==> config.mk <==
export PLATFORM = sky130hd
export DESIGN_NAME = manch_pkt_tx
export DESIGN_NICKNAME = d
export VERILOG_FILES = /design/src/rtl/mtx_pkg.sv /design/src/rtl/mtx_ctrl.sv /design/src/rtl/mtx_dpath.sv /design/src/rtl/manch_pkt_tx.sv
export SDC_FILE = /design/constraint.sdc
export NUM_CORES = 1
export LEC_CHECK = 0
export BUFFER_PORTS_ARGS = -buffer_cell sky130_fd_sc_hd__buf_4
export CORE_ASPECT_RATIO = 0.6
export CORE_UTILIZATION = 52
export CTS_CLUSTER_DIAMETER = 60
export DETAILED_ROUTE_END_ITERATION = 16
export HOLD_SLACK_MARGIN = 0.06
export PLACE_DENSITY = 0.78
export SETUP_SLACK_MARGIN = 0.4
export SLEW_MARGIN = 20
export SYNTH_ARGS = -nofsm -noshare
export SYNTH_HDL_FRONTEND = slang
export SYNTH_SLANG_ARGS = --single-unit
export TNS_END_PERCENT = 30
==> constraint.sdc <==
create_clock -name clk -period 6.2 [get_ports clk]
set_clock_uncertainty 0.2 [all_clocks]
set_input_delay 0.93 -clock clk [delete_from_list [all_inputs] [get_ports clk]]
set_output_delay 0.93 -clock clk [all_outputs]
set_load 0.01 [all_outputs]
==> src/rtl/mtx_pkg.sv <==
package mtx_pkg;

  localparam int WORD_W = 16;
  localparam logic [15:0] CRC_POLY = 16'h1021;
  localparam logic [15:0] CRC_SEED = 16'hFFFF;

  typedef enum logic [2:0] {
    WK_LABEL,
    WK_LEN,
    WK_DATA,
    WK_CRC,
    WK_POST
  } wordKindE;

  typedef struct packed {
    logic     load;        // load a new word, emit its first half-bit
    wordKindE kind;        // which word to load
    logic     shift;       // advance to next bit, emit its first half
    logic     secondHalf;  // emit the inverted second half-bit
    logic     sendOn;      // message active after this edge
    logic     idleOn;      // idle pattern drives the line after this edge
    logic     idleRst;     // restart idle pattern at bit 15
    logic     idleStep;    // advance idle pattern one bit
  } ctrlStrbS;

  function automatic logic [15:0] crcWord(input logic [15:0] crcIn,
                                          input logic [15:0] word);
    logic [15:0] c;
    logic        fb;
    c = crcIn;
    for (int i = WORD_W - 1; i >= 0; i--) begin
      fb = c[15] ^ word[i];
      c  = {c[14:0], 1'b0};
      if (fb) c = c ^ CRC_POLY;
    end
    return c;
  endfunction

endpackage

==> src/rtl/mtx_ctrl.sv <==
module mtx_ctrl
  import mtx_pkg::*;
#(
  parameter int DEPTH    = 32,
  parameter int FAST_DIV = 8,
  parameter int SLOW_DIV = 100
) (
  input  logic                         clk,
  input  logic                         rstN,
  input  logic                         txEnable,
  input  logic                         rateSel,
  input  logic                         idleMode,
  input  logic                         postEn,
  input  logic [$clog2(DEPTH):0]       msgLen,
  input  logic                         start,
  output ctrlStrbS                     strb,
  output logic [$clog2(DEPTH)-1:0]     dataAddr,
  output logic [$clog2(DEPTH):0]       msgCount,
  output logic                         busy,
  output logic                         doneIrq
);

  localparam int ADDR_W  = $clog2(DEPTH);
  localparam int LEN_W   = ADDR_W + 1;
  localparam int MAX_DIV = (SLOW_DIV > FAST_DIV) ? SLOW_DIV : FAST_DIV;
  localparam int DIV_W   = $clog2(MAX_DIV + 1);
  localparam int IDX_W   = $clog2(DEPTH + 4) + 1;
  localparam int BIT_W   = $clog2(WORD_W);

  logic              sending;
  logic [DIV_W-1:0]  divCnt;
  logic [DIV_W-1:0]  curDiv;
  logic              tick;
  logic              rateLat;
  logic [LEN_W-1:0]  lenLat;
  logic              postLat;
  logic [IDX_W-1:0]  wordIdx;
  logic [IDX_W-1:0]  nextIdx;
  logic [IDX_W-1:0]  addrIdx;
  logic [IDX_W-1:0]  nWords;
  logic [BIT_W-1:0]  bitIdx;
  logic              half;
  logic              lenOk;
  logic              accept;
  logic              lastBit;
  logic              lastWord;
  logic              finish;
  wordKindE          nextKind;

  // Half-bit divider: rate captured at start while sending, live otherwise
  always_comb begin
    if (sending) curDiv = rateLat ? DIV_W'(SLOW_DIV) : DIV_W'(FAST_DIV);
    else         curDiv = rateSel ? DIV_W'(SLOW_DIV) : DIV_W'(FAST_DIV);
  end
  assign tick = (divCnt >= curDiv - 1'b1);

  assign lenOk    = (msgLen != '0) && (msgLen <= LEN_W'(DEPTH));
  assign accept   = start && !sending && txEnable && lenOk;
  assign nWords   = IDX_W'(3) + IDX_W'(lenLat) + IDX_W'(postLat);
  assign lastWord = (wordIdx == nWords - 1'b1);
  assign lastBit  = (bitIdx == BIT_W'(WORD_W - 1));
  assign finish   = sending && tick && half && lastBit && lastWord;

  assign nextIdx  = wordIdx + 1'b1;
  assign addrIdx  = wordIdx - 1'b1;
  assign dataAddr = addrIdx[ADDR_W-1:0];
  assign msgCount = lenLat;

  always_comb begin
    if (nextIdx == IDX_W'(1))                       nextKind = WK_LEN;
    else if (nextIdx <= IDX_W'(lenLat) + IDX_W'(1)) nextKind = WK_DATA;
    else if (nextIdx == IDX_W'(lenLat) + IDX_W'(2)) nextKind = WK_CRC;
    else                                            nextKind = WK_POST;
  end

  always_comb begin
    strb.load       = accept || (sending && tick && half && lastBit && !lastWord);
    strb.kind       = accept ? WK_LABEL : nextKind;
    strb.shift      = sending && tick && half && !lastBit;
    strb.secondHalf = sending && tick && !half;
    strb.sendOn     = accept || (sending && !finish);
    strb.idleOn     = !strb.sendOn && txEnable && idleMode;
    strb.idleRst    = accept || finish || !strb.idleOn;
    strb.idleStep   = strb.idleOn && !sending && tick;
  end

  always_ff @(posedge clk) begin
    if (!rstN) begin
      sending <= 1'b0;
      divCnt  <= '0;
      rateLat <= 1'b0;
      lenLat  <= '0;
      postLat <= 1'b0;
      wordIdx <= '0;
      bitIdx  <= '0;
      half    <= 1'b0;
      doneIrq <= 1'b0;
    end else begin
      divCnt  <= (accept || tick) ? '0 : divCnt + 1'b1;
      sending <= strb.sendOn;
      doneIrq <= finish;
      if (accept) begin
        rateLat <= rateSel;
        lenLat  <= msgLen;
        postLat <= postEn;
        wordIdx <= '0;
        bitIdx  <= '0;
        half    <= 1'b0;
      end else if (sending && tick) begin
        if (!half) begin
          half <= 1'b1;
        end else begin
          half <= 1'b0;
          if (lastBit) begin
            bitIdx  <= '0;
            wordIdx <= nextIdx;
          end else begin
            bitIdx <= bitIdx + 1'b1;
          end
        end
      end
    end
  end

  assign busy = sending;


  done_pulse_chk: assert property (@(posedge clk) disable iff (!rstN)
    doneIrq |=> !doneIrq);


  done_busy_chk: assert property (@(posedge clk) disable iff (!rstN)
    doneIrq |-> !busy);


  ignore_start_chk: assert property (@(posedge clk) disable iff (!rstN)
    (sending && start && !tick) |=> (sending && $stable(wordIdx) && $stable(lenLat)));

endmodule

==> src/rtl/mtx_dpath.sv <==
module mtx_dpath
  import mtx_pkg::*;
#(
  parameter int DEPTH = 32
) (
  input  logic                       clk,
  input  logic                       rstN,
  input  ctrlStrbS                   strb,
  input  logic [$clog2(DEPTH)-1:0]   dataAddr,
  input  logic [$clog2(DEPTH):0]     msgCount,
  input  logic [WORD_W-1:0]          msgLabel,
  input  logic [WORD_W-1:0]          postPattern,
  input  logic [WORD_W-1:0]          idlePattern,
  input  logic                       wrEn,
  input  logic [$clog2(DEPTH)-1:0]   wrAddr,
  input  logic [WORD_W-1:0]          wrData,
  output logic                       txOut,
  output logic                       txOe
);

  localparam int BIT_W = $clog2(WORD_W);

  logic [WORD_W-1:0] wordBuf [DEPTH];
  logic [WORD_W-1:0] selWord;
  logic [WORD_W-1:0] shReg;
  logic [15:0]       crcReg;
  logic [BIT_W-1:0]  idleIdx;
  logic [BIT_W-1:0]  idleNext;
  logic              outReg;
  logic              oeReg;

  // Payload buffer
  always_ff @(posedge clk) begin
    if (!rstN) begin
      for (int i = 0; i < DEPTH; i++) wordBuf[i] <= '0;
    end else if (wrEn) begin
      wordBuf[wrAddr] <= wrData;
    end
  end

  always_comb begin
    unique case (strb.kind)
      WK_LABEL: selWord = msgLabel;
      WK_LEN:   selWord = WORD_W'(msgCount);
      WK_DATA:  selWord = wordBuf[dataAddr];
      WK_CRC:   selWord = crcReg;
      default:  selWord = postPattern;
    endcase
  end

  // CRC folds a whole word in when it is loaded
  always_ff @(posedge clk) begin
    if (!rstN) begin
      crcReg <= '0;
    end else if (strb.load) begin
      if (strb.kind == WK_LABEL)
        crcReg <= crcWord(CRC_SEED, selWord);
      else if (strb.kind == WK_LEN || strb.kind == WK_DATA)
        crcReg <= crcWord(crcReg, selWord);
    end
  end

  assign idleNext = idleIdx + 1'b1;

  always_ff @(posedge clk) begin
    if (!rstN) begin
      shReg   <= '0;
      outReg  <= 1'b0;
      oeReg   <= 1'b0;
      idleIdx <= '0;
    end else begin
      oeReg <= strb.sendOn || strb.idleOn;

      if (strb.idleRst)       idleIdx <= '0;
      else if (strb.idleStep) idleIdx <= idleNext;

      if (strb.load) begin
        shReg  <= selWord;
        outReg <= selWord[WORD_W-1];
      end else if (strb.shift) begin
        shReg  <= {shReg[WORD_W-2:0], 1'b0};
        outReg <= shReg[WORD_W-2];
      end else if (strb.secondHalf) begin
        outReg <= ~shReg[WORD_W-1];
      end else if (!strb.sendOn) begin
        if (strb.idleRst)       outReg <= strb.idleOn ? idlePattern[WORD_W-1] : 1'b0;
        else if (strb.idleStep) outReg <= idlePattern[BIT_W'(WORD_W-1) - idleNext];
      end
    end
  end

  assign txOut = outReg;
  assign txOe  = oeReg;


  manch_half_chk: assert property (@(posedge clk) disable iff (!rstN)
    strb.secondHalf |=> (txOut != $past(txOut)));


  idle_restart_chk: assert property (@(posedge clk) disable iff (!rstN)
    (strb.idleOn && strb.idleRst) |=> (txOut == $past(idlePattern[WORD_W-1])));

endmodule

==> src/rtl/manch_pkt_tx.sv <==
module manch_pkt_tx
  import mtx_pkg::*;
#(
  parameter int DEPTH    = 32,
  parameter int FAST_DIV = 8,
  parameter int SLOW_DIV = 100
) (
  input  logic                       clk,
  input  logic                       rstN,
  input  logic                       txEnable,
  input  logic                       rateSel,
  input  logic                       idleMode,
  input  logic                       postEn,
  input  logic [15:0]                idlePattern,
  input  logic [15:0]                postPattern,
  input  logic [15:0]                msgLabel,
  input  logic [$clog2(DEPTH):0]     msgLen,
  input  logic                       wrEn,
  input  logic [$clog2(DEPTH)-1:0]   wrAddr,
  input  logic [15:0]                wrData,
  input  logic                       start,
  output logic                       txOut,
  output logic                       txOe,
  output logic                       busy,
  output logic                       doneIrq
);

  localparam int ADDR_W = $clog2(DEPTH);

  ctrlStrbS            strb;
  logic [ADDR_W-1:0]   dataAddr;
  logic [ADDR_W:0]     msgCount;

  mtx_ctrl #(
    .DEPTH(DEPTH), .FAST_DIV(FAST_DIV), .SLOW_DIV(SLOW_DIV)
  ) ctrl_i (
    .clk(clk), .rstN(rstN), .txEnable(txEnable), .rateSel(rateSel),
    .idleMode(idleMode), .postEn(postEn), .msgLen(msgLen), .start(start),
    .strb(strb), .dataAddr(dataAddr), .msgCount(msgCount),
    .busy(busy), .doneIrq(doneIrq)
  );

  mtx_dpath #(
    .DEPTH(DEPTH)
  ) dpath_i (
    .clk(clk), .rstN(rstN), .strb(strb), .dataAddr(dataAddr),
    .msgCount(msgCount), .msgLabel(msgLabel), .postPattern(postPattern),
    .idlePattern(idlePattern), .wrEn(wrEn), .wrAddr(wrAddr), .wrData(wrData),
    .txOut(txOut), .txOe(txOe)
  );


  tristate_idle_chk: assert property (@(posedge clk) disable iff (!rstN)
    (!busy && !start && !idleMode) |=> !txOe);


  busy_oe_chk: assert property (@(posedge clk) disable iff (!rstN)
    busy |-> txOe);

endmodule

==> results of run 1 <==
-- per-stage QoR --
step / instance area, µm² / hold slack (ns)
finish: 32000 / 0.258
global route: 32000 / 0.300
CTS: 31900 / 0.260
detailed placement: 30200 / 0.251
global placement: 30200 / 0.241
floorplan: 28800 / 0.236
-- tightest hold or removal path: cells and delay by family, from the launching register on --
kind	cells	cell delay, ns
DFF	1	0.31
and+or+nand+nor	1	0.05
AOI/OAI and AO/OA	1	0.05
-- layer usage --
metal / routed length, µm / vias to the layer above
met5: 13 / -
met4: 1480 / 2
met3: 11100 / 118
met2: 32600 / 1179
met1: 33600 / 9250
li1: - / 7757
-- cell families (layout without fill, tap and decap cells) --
family / count (synthesis) / after routing / synth area share, %
flip-flops: 579 / 579 / 58.1
adder cells (fa/ha/maj): 21 / 21 / 0.913
other: 0 / 1 / 0
AND/OR/NAND/NOR: 815 / 815 / 16.1
XOR/XNOR: 118 / 118 / 4.16
AO/OA/AOI/OAI: 183 / 183 / 4.30
buffers and inverters: 180 / 273 / 2.69
multiplexers: 190 / 190 / 13.7
-- synth_stat cells (11+ instances only) --
library cell	count
and2_1	518
edfxtp_1	512
mux4_2	163
clkbuf_1	130
nor2_1	113
nand2_1	75
dfxtp_1	67
xnor2_1	66
o21ai_0	46
a21oi_1	39
xor2_1	37
ha_1	21
nand3_1	21
mux2i_1	20
nor3_1	19
inv_1	18
buf_2	13
a211oi_1	12
a221oi_1	11
-- state kept, by name, indices dropped and copies added (netlist names), 4 cells and up --
signal,cells
dpath_i.wordBuf,512
dpath_i.crcReg,16
dpath_i.shReg,16
ctrl_i.divCnt,7
ctrl_i.wordIdx,7
ctrl_i.msgCount,6
ctrl_i.bitIdx,4
dpath_i.idleIdx,4
-- worst max path at each step --
stage	startpoint	to	slack, ns	cells after the start
after floorplan	ctrl_i.wordIdx[0]	dpath_i.crcReg[13]	0.46	19
after global placement	ctrl_i.wordIdx[1]	dpath_i.crcReg[15]	0.98	14
after detailed placement	ctrl_i.wordIdx[3]	dpath_i.crcReg[15]	0.84	16
after CTS	ctrl_i.wordIdx[1]	dpath_i.crcReg[15]	0.82	14
after global routing	ctrl_i.wordIdx[1]	dpath_i.crcReg[15]	0.42	17
final	ctrl_i.wordIdx[1]	dpath_i.crcReg[15]	0.77	14
-- final cells by class --
| cell class | instances | area, µm² |
|---|---|---|
| diodes | 1 | 2.50 |
| clock buffers | 59 | 1350 |
| clock inverters | 38 | 330 |
| fillers | 4084 | 22400 |
| inverters | 18 | 67.6 |
| multi-input cells | 1327 | 11400 |
| flip-flops and latches | 579 | 16700 |
| well taps | 714 | 893 |
| repair buffers | 158 | 1240 |
-- power breakdown --
part	switching (µW)	total [µW]	internal, µW
logic	479	818	339
clock network	1490	3270	1780
registers	88.3	4520	4430
total	2060	8610	6550
==> flow_summary.yaml, run 1 <==
clock_tree:
  insertion_delay_ns: 0.60
  cts-resized-gates: 0
  cts_tree: "yes"
  postCtsHoldBufs: 0
  clkTransAtPathRegs_ns: 0.07
  cts_buffer_depth: 3
  cts-root-buf: "clkbuf_16"
  h-tree-depth: 2
  post_cts_buffers: 0
  clock_sinks: 579
  cts_made_buffers: 52
floorplan:
  dieArea_um2: 56300
  core-area_um2: 54400
  die_y_um: 184
  start_util_pct: 52.9
  rows: 66
  die_w_um: 306
  ios: 87
timing:
  fin_ws_ns: 0.773
  max_freq_mhz: 184
  final.setup.tns_ns: 0
  drv_slew: 0
  period_share_pct: 87.5
  setup_viol: 0
  worst_slew_pin_slew_ns: 1.17
  hold_viol: 0
  rsz0062_at_grt: "no"
  finalCriticalPeriod_ns: 5.43
  relSlewSlack_pct: 21.4
power_and_ir_drop:
  powerDensity_nw_per_um2: 269
  peakVddDrop_mv: 0.228
  power.leakage_uw: 0.0110
  power_uw: 8610
global_routing:
  busiest_layer: "met1"
  grt_util_met3_pct: 7.74
  grt_pass1_vias: 17585
  grt_max_degree: 73
  track_usage_pct: 28.2
  antenna_found_initial: 7
  grt_use_met1_pct: 44.6
  grt-ovfl-total: 0
  grt_pass1_wl_um: 116000
  use_met2_pct: 38.8
place:
  place_ws_ns: 0.841
  place_hpwl_um: 54200
  dp.cells: 2793
  numPortBuffers: 86
  gp_congestion: 0.976
drt:
  first_iter_violations: 2852
  drc: 0
  viasPerCell: 6.33
  vias: 18306
  ant_nets: 0
  firstDrtPassIters: 5
  wl_per_cell_um: 27.2
  drt-total-wl_um: 78800
critical_path:
  arrival_ns: 5.74
  path_buf_inv: 2
  reg2reg_depth: 14
  crit_path_end_kind: "flip-flop"
  r2r_start: "ctrl_i.wordIdx[1]"
  critPathTopFamily: "multiplexers"
  r2r_slack_ns: 0.77
  criticalPathCategory: "reg2reg"
  path_max_fanout: 47
  path_cells: "inv_1 -> ha_4 -> buf_12 -> mux4_2 -> mux4_2 -> mux2i_1 -> nor3_1 -> a221oi_2 -> nor3_1 -> a211oi_4 -> xnor3_1 -> xnor2_1 -> or4_1 -> a31oi_1"
  r2r-end: "dpath_i.crcReg[15]"
  critical-path-max-stage-delay_ns: 0.52
  critPathRequiredTime_ns: 6.51
  startpoint_type: "flip-flop"
  critical_path.slowest_cell: "dfxtp_1"
finish:
  final_util_pct: 58.8
  drive_above_1_share_pct: 21.0
  areaGrowthSynthToFinish_pct: 11.2
  final_common_cell: "and2_1"
  final_cell_mix: "and2_1 (518), edfxtp_1 (512), mux4_2 (163), buf_4 (153), nor2_1 (95)"
  fin_nets: 2240
  fin_cells: 2894
synthesis:
  synth.net_count: 2190
  yosysSeqAreaShare_pct: 58.1
  async_reset_ff_share_pct: 0
  synth.cell_area_um2: 28800
  ys_dominant_reg_cell: "edfxtp_1"
  yosys.area.top_type: "edfxtp_1"
  yosys-top-cells-area: "edfxtp_1 (53%), mux4_2 (13%), and2_1 (11%)"
  ys_warn_count: 0
  synth_edf_count: 512
  synth_top_cell_area_share_pct: 53.4
  synth-seq-cells: 579
  yosysUniqueCellTypes: 75
  synthCells: 2086
  synth_area_per_cell_um2: 13.8
run_status:
  status: "complete, no violations"
hold_path:
  min_path_cells: 2
  holdCritStartpoint: "ctrl_i.rateLat"
  holdPathEnd: "ctrl_i.rateLat"
  worstHoldPathType: "reg2reg"
job:
  drv_cap: 0
No activity file was read; power rests on OpenSTA's default activity.
==> inputs of run 2 (changes only) <==
--- a/config.mk
+++ b/config.mk
@@ -5,6 +5,7 @@
 export SDC_FILE = /design/constraint.sdc
 export NUM_CORES = 1
 export LEC_CHECK = 0
+export ABC_AREA = 1
 export BUFFER_PORTS_ARGS = -buffer_cell sky130_fd_sc_hd__buf_4
 export CORE_ASPECT_RATIO = 0.6
 export CORE_UTILIZATION = 52
==> flow_summary.yaml, run 2 <==
power_and_ir_drop:
  p_int_uw: 6560
  net-switching-power_uw: 2120
  power_frac_seq_pct: 51.9
  power.leakage_uw: 0.0136
  swShare_pct: 24.4
  peakVddDrop_mv: 0.226
  combPwrFrac_pct: 8.2
  clockPowerShare_pct: 39.9
  power_uw: 8680
  powerDensity_nw_per_um2: 267
clock_tree:
  insertion_delay_ns: 0.62
  cts-resized-gates: 0
  cts_made_buffers: 53
  clock_sinks: 579
  postCtsHoldBufs: 0
  cts-root-buf: "clkbuf_16"
  clkTransAtPathRegs_ns: 0.07
  cts_buffer_depth: 3
  h-tree-depth: 2
  cts_tree: "yes"
  post_cts_buffers: 0
critical_path:
  path_cells: "inv_6 -> ha_4 -> inv_4 -> buf_12 -> buf_4 -> nand3_1 -> nand3_1 -> nand3_1 -> nand2_1 -> nand2_1 -> nand3_1 -> nand3_1 -> nor2_1 -> xnor2_1 -> nand3_1 -> nand2_2 -> nand2_1 -> nand2_1 -> nand2_1 -> nand3_1 -> a21oi_1"
  critPathRequiredTime_ns: 6.51
  critPathTopFamily: "simple AND/OR/NAND/NOR gates"
  critical-path-max-stage-delay_ns: 0.52
  cp_common_cell: "nand3_1"
  critical_path.slowest_cell: "ha_4"
  r2r-end: "dpath_i.crcReg[14]"
  path_max_fanout: 84
  arrival_ns: 5.26
  criticalPathCategory: "reg2reg"
  startpoint_type: "flip-flop"
  path_buf_inv: 4
  reg2reg_depth: 21
  r2r_slack_ns: 1.25
  crit_path_end_kind: "flip-flop"
  r2r_start: "ctrl_i.wordIdx[0]"
hold_path:
  holdCritStartpoint: "ctrl_i.divCnt[0]"
  holdPathEnd: "ctrl_i.divCnt[0]"
  worstHoldPathType: "reg2reg"
  min_path_cells: 1
synthesis:
  synth_edf_count: 512
  ys_warn_count: 0
  yosys.area.top_type: "edfxtp_1"
  synthCells: 3515
  synth-seq-cells: 579
  yosys-top-cells-area: "edfxtp_1 (52%), nand2_1 (12%), nand3_1 (8.5%)"
  synth_common_cells: "nand2_1 (968), nor2_1 (611), edfxtp_1 (512)"
  yosysUniqueCellTypes: 54
  yosysSeqAreaShare_pct: 56.2
  async_reset_ff_share_pct: 0
  synth_top_cell_area_share_pct: 51.7
  ys_dominant_reg_cell: "edfxtp_1"
  synth.net_count: 3619
  synth_area_per_cell_um2: 8.47
  yosysMostFrequentCell: "nand2_1"
  synth.cell_area_um2: 29800
drt:
  first_iter_violations: 4091
  wl_per_cell_um: 20.3
  ant_nets: 0
  viasPerCell: 5.81
  drc: 0
  firstDrtPassIters: 6
  vias: 24859
  drt-total-wl_um: 86700
finish:
  fin_nets: 3582
  final_common_cell: "nand2_1"
  final_cell_mix: "nand2_1 (968), nor2_1 (611), edfxtp_1 (512), nand3_1 (503), inv_1 (240)"
  num_antenna_cells: 0
  fin_cells: 4279
  largest_register_ffs: 512
  drive_above_1_share_pct: 9.01
  fillCellCount: 4921
  largestRegisters: "dpath_i.wordBuf (512), dpath_i.crcReg (16), dpath_i.shReg (16)"
  fin_area_um2: 32500
  areaGrowthSynthToFinish_pct: 9.28
  regMostFlops: "dpath_i.wordBuf"
global_routing:
  grt_pass1_wl_um: 133000
  grt_pass1_vias: 22403
  antenna_found_initial: 0
  grt_max_degree: 85
  track_usage_pct: 29.5
  grt-ovfl-total: 0
timing:
  finalCriticalPeriod_ns: 4.95
  worst_slew_pin_slew_ns: 1.05
  final.setup.tns_ns: 0
  max_freq_mhz: 202
  rsz0062_at_grt: "no"
  setup_viol: 0
  relSlewSlack_pct: 29.5
  hold_viol: 0
  period_share_pct: 79.8
  drv_slew: 0
place:
  numPortBuffers: 86
  placed_cell_area_um2: 30700
  dp.cells: 4182
  place_hpwl_um: 55300
  gp_congestion: 1.00
floorplan:
  die_y_um: 187
  die_w_um: 311
  ios: 87
  core-area_um2: 56200
  rows: 67
  start_util_pct: 53.0
  dieArea_um2: 58200
run_status:
  status: "complete, no violations"
job:
  drv_cap: 0
run 2: cell count changes after synthesis, moves of 26 or more:
cell,previous run,this run
and2_1,518,1
buf_2,13,84
inv_1,18,240
mux4_2,163,0
nand2_1,75,968
nand2_2,0,26
nand3_1,21,503
nor2_1,113,611
o21ai_0,46,83
or2_2,2,31
xnor2_1,66,12
run 2: cell type report:
| cell class | count | area [µm²] | area share, % |
|---|---|---|---|
| well taps | 759 | 950 | 2.92 |
| clock inverters | 35 | 382 | 1.17 |
| inverters | 253 | 960 | 2.95 |
| repair buffers | 128 | 1010 | 3.11 |
| clock buffers | 62 | 1400 | 4.31 |
| flip-flops and latches | 579 | 16700 | 51.4 |
| multi-input cells | 2463 | 11100 | 34.1 |
run 2: how the worst max path moves through the flow:
stage,slack (ns),end,from,cells past startpoint
3_3_place_gp,1.30,dpath_i.crcReg[0],rateSel,23
3_5_place_dp,1.19,dpath_i.crcReg[15],rateSel,23
2_1_floorplan,2.37,dpath_i.crcReg[2],ctrl_i.wordIdx[0],28
6_report,1.25,dpath_i.crcReg[14],ctrl_i.wordIdx[0],21
4_1_cts,1.36,dpath_i.crcReg[6],ctrl_i.wordIdx[0],25
5_1_grt,0.86,dpath_i.crcReg[6],ctrl_i.wordIdx[0],25
run 2: cells by family after synthesis:
kind of cell,share of synthesized area [%]
buffers and inverters,6.62
and+or+nand+nor,31.4
DFF,56.2
AOI/OAI and AO/OA,3.70
xor gates and xnor gates,1.16
muxes,0.101
adders and majority gates,0.883
run 2: worst register-to-register path, stage by stage, from the launching register on:
cell     delay, ns
dfxtp_4       0.36
inv_6         0.42
ha_4          0.53
inv_4         0.35
buf_12        0.41
buf_4         0.37
nand3_1       0.11
nand3_1       0.14
nand3_1       0.22
nand2_1       0.13
nand2_1       0.06
nand3_1       0.12
nand3_1       0.08
nor2_1        0.34
xnor2_1       0.25
nand3_1       0.20
nand2_2       0.15
nand2_1       0.10
nand2_1       0.11
nand2_1       0.06
nand3_1       0.08
a21oi_1       0.07
run 2: power groups by stage:
stage | Combinational, µW | Clock [µW] | Sequential, µW
floorplan | 456 | 0 | 4560
global placement | 675 | 0 | 4580
detailed placement | 687 | 0 | 4590
CTS | 691 | 3460 | 4500
global route | 780 | 3610 | 4520
finish | 712 | 3460 | 4510
run 2: layer usage:
metal / share of wire, % / vias up / global-route usage [%] / wire length (µm)
li1: - / 11473 / - / -
met1: 43 / 11679 / 46.2 / 37100
met2: 39 / 1571 / 38.8 / 34100
met3: 16 / 136 / 9.91 / 13800
met4: 2.0 / 0 / 6.54 / 1730
met5: 0 / - / 0 / 0
run 2: through the flow:
step | util (%) | hold slack (ns) | setup slack [ns]
after CTS | 57.9 | 0.262 | 1.36
after floorplan | - | 0.230 | 2.37
after global routing | 57.9 | 0.280 | 0.859
after detailed placement | 54.7 | 0.254 | 1.19
final | 57.9 | 0.265 | 1.25
after global placement | 54.7 | 0.247 | 1.30
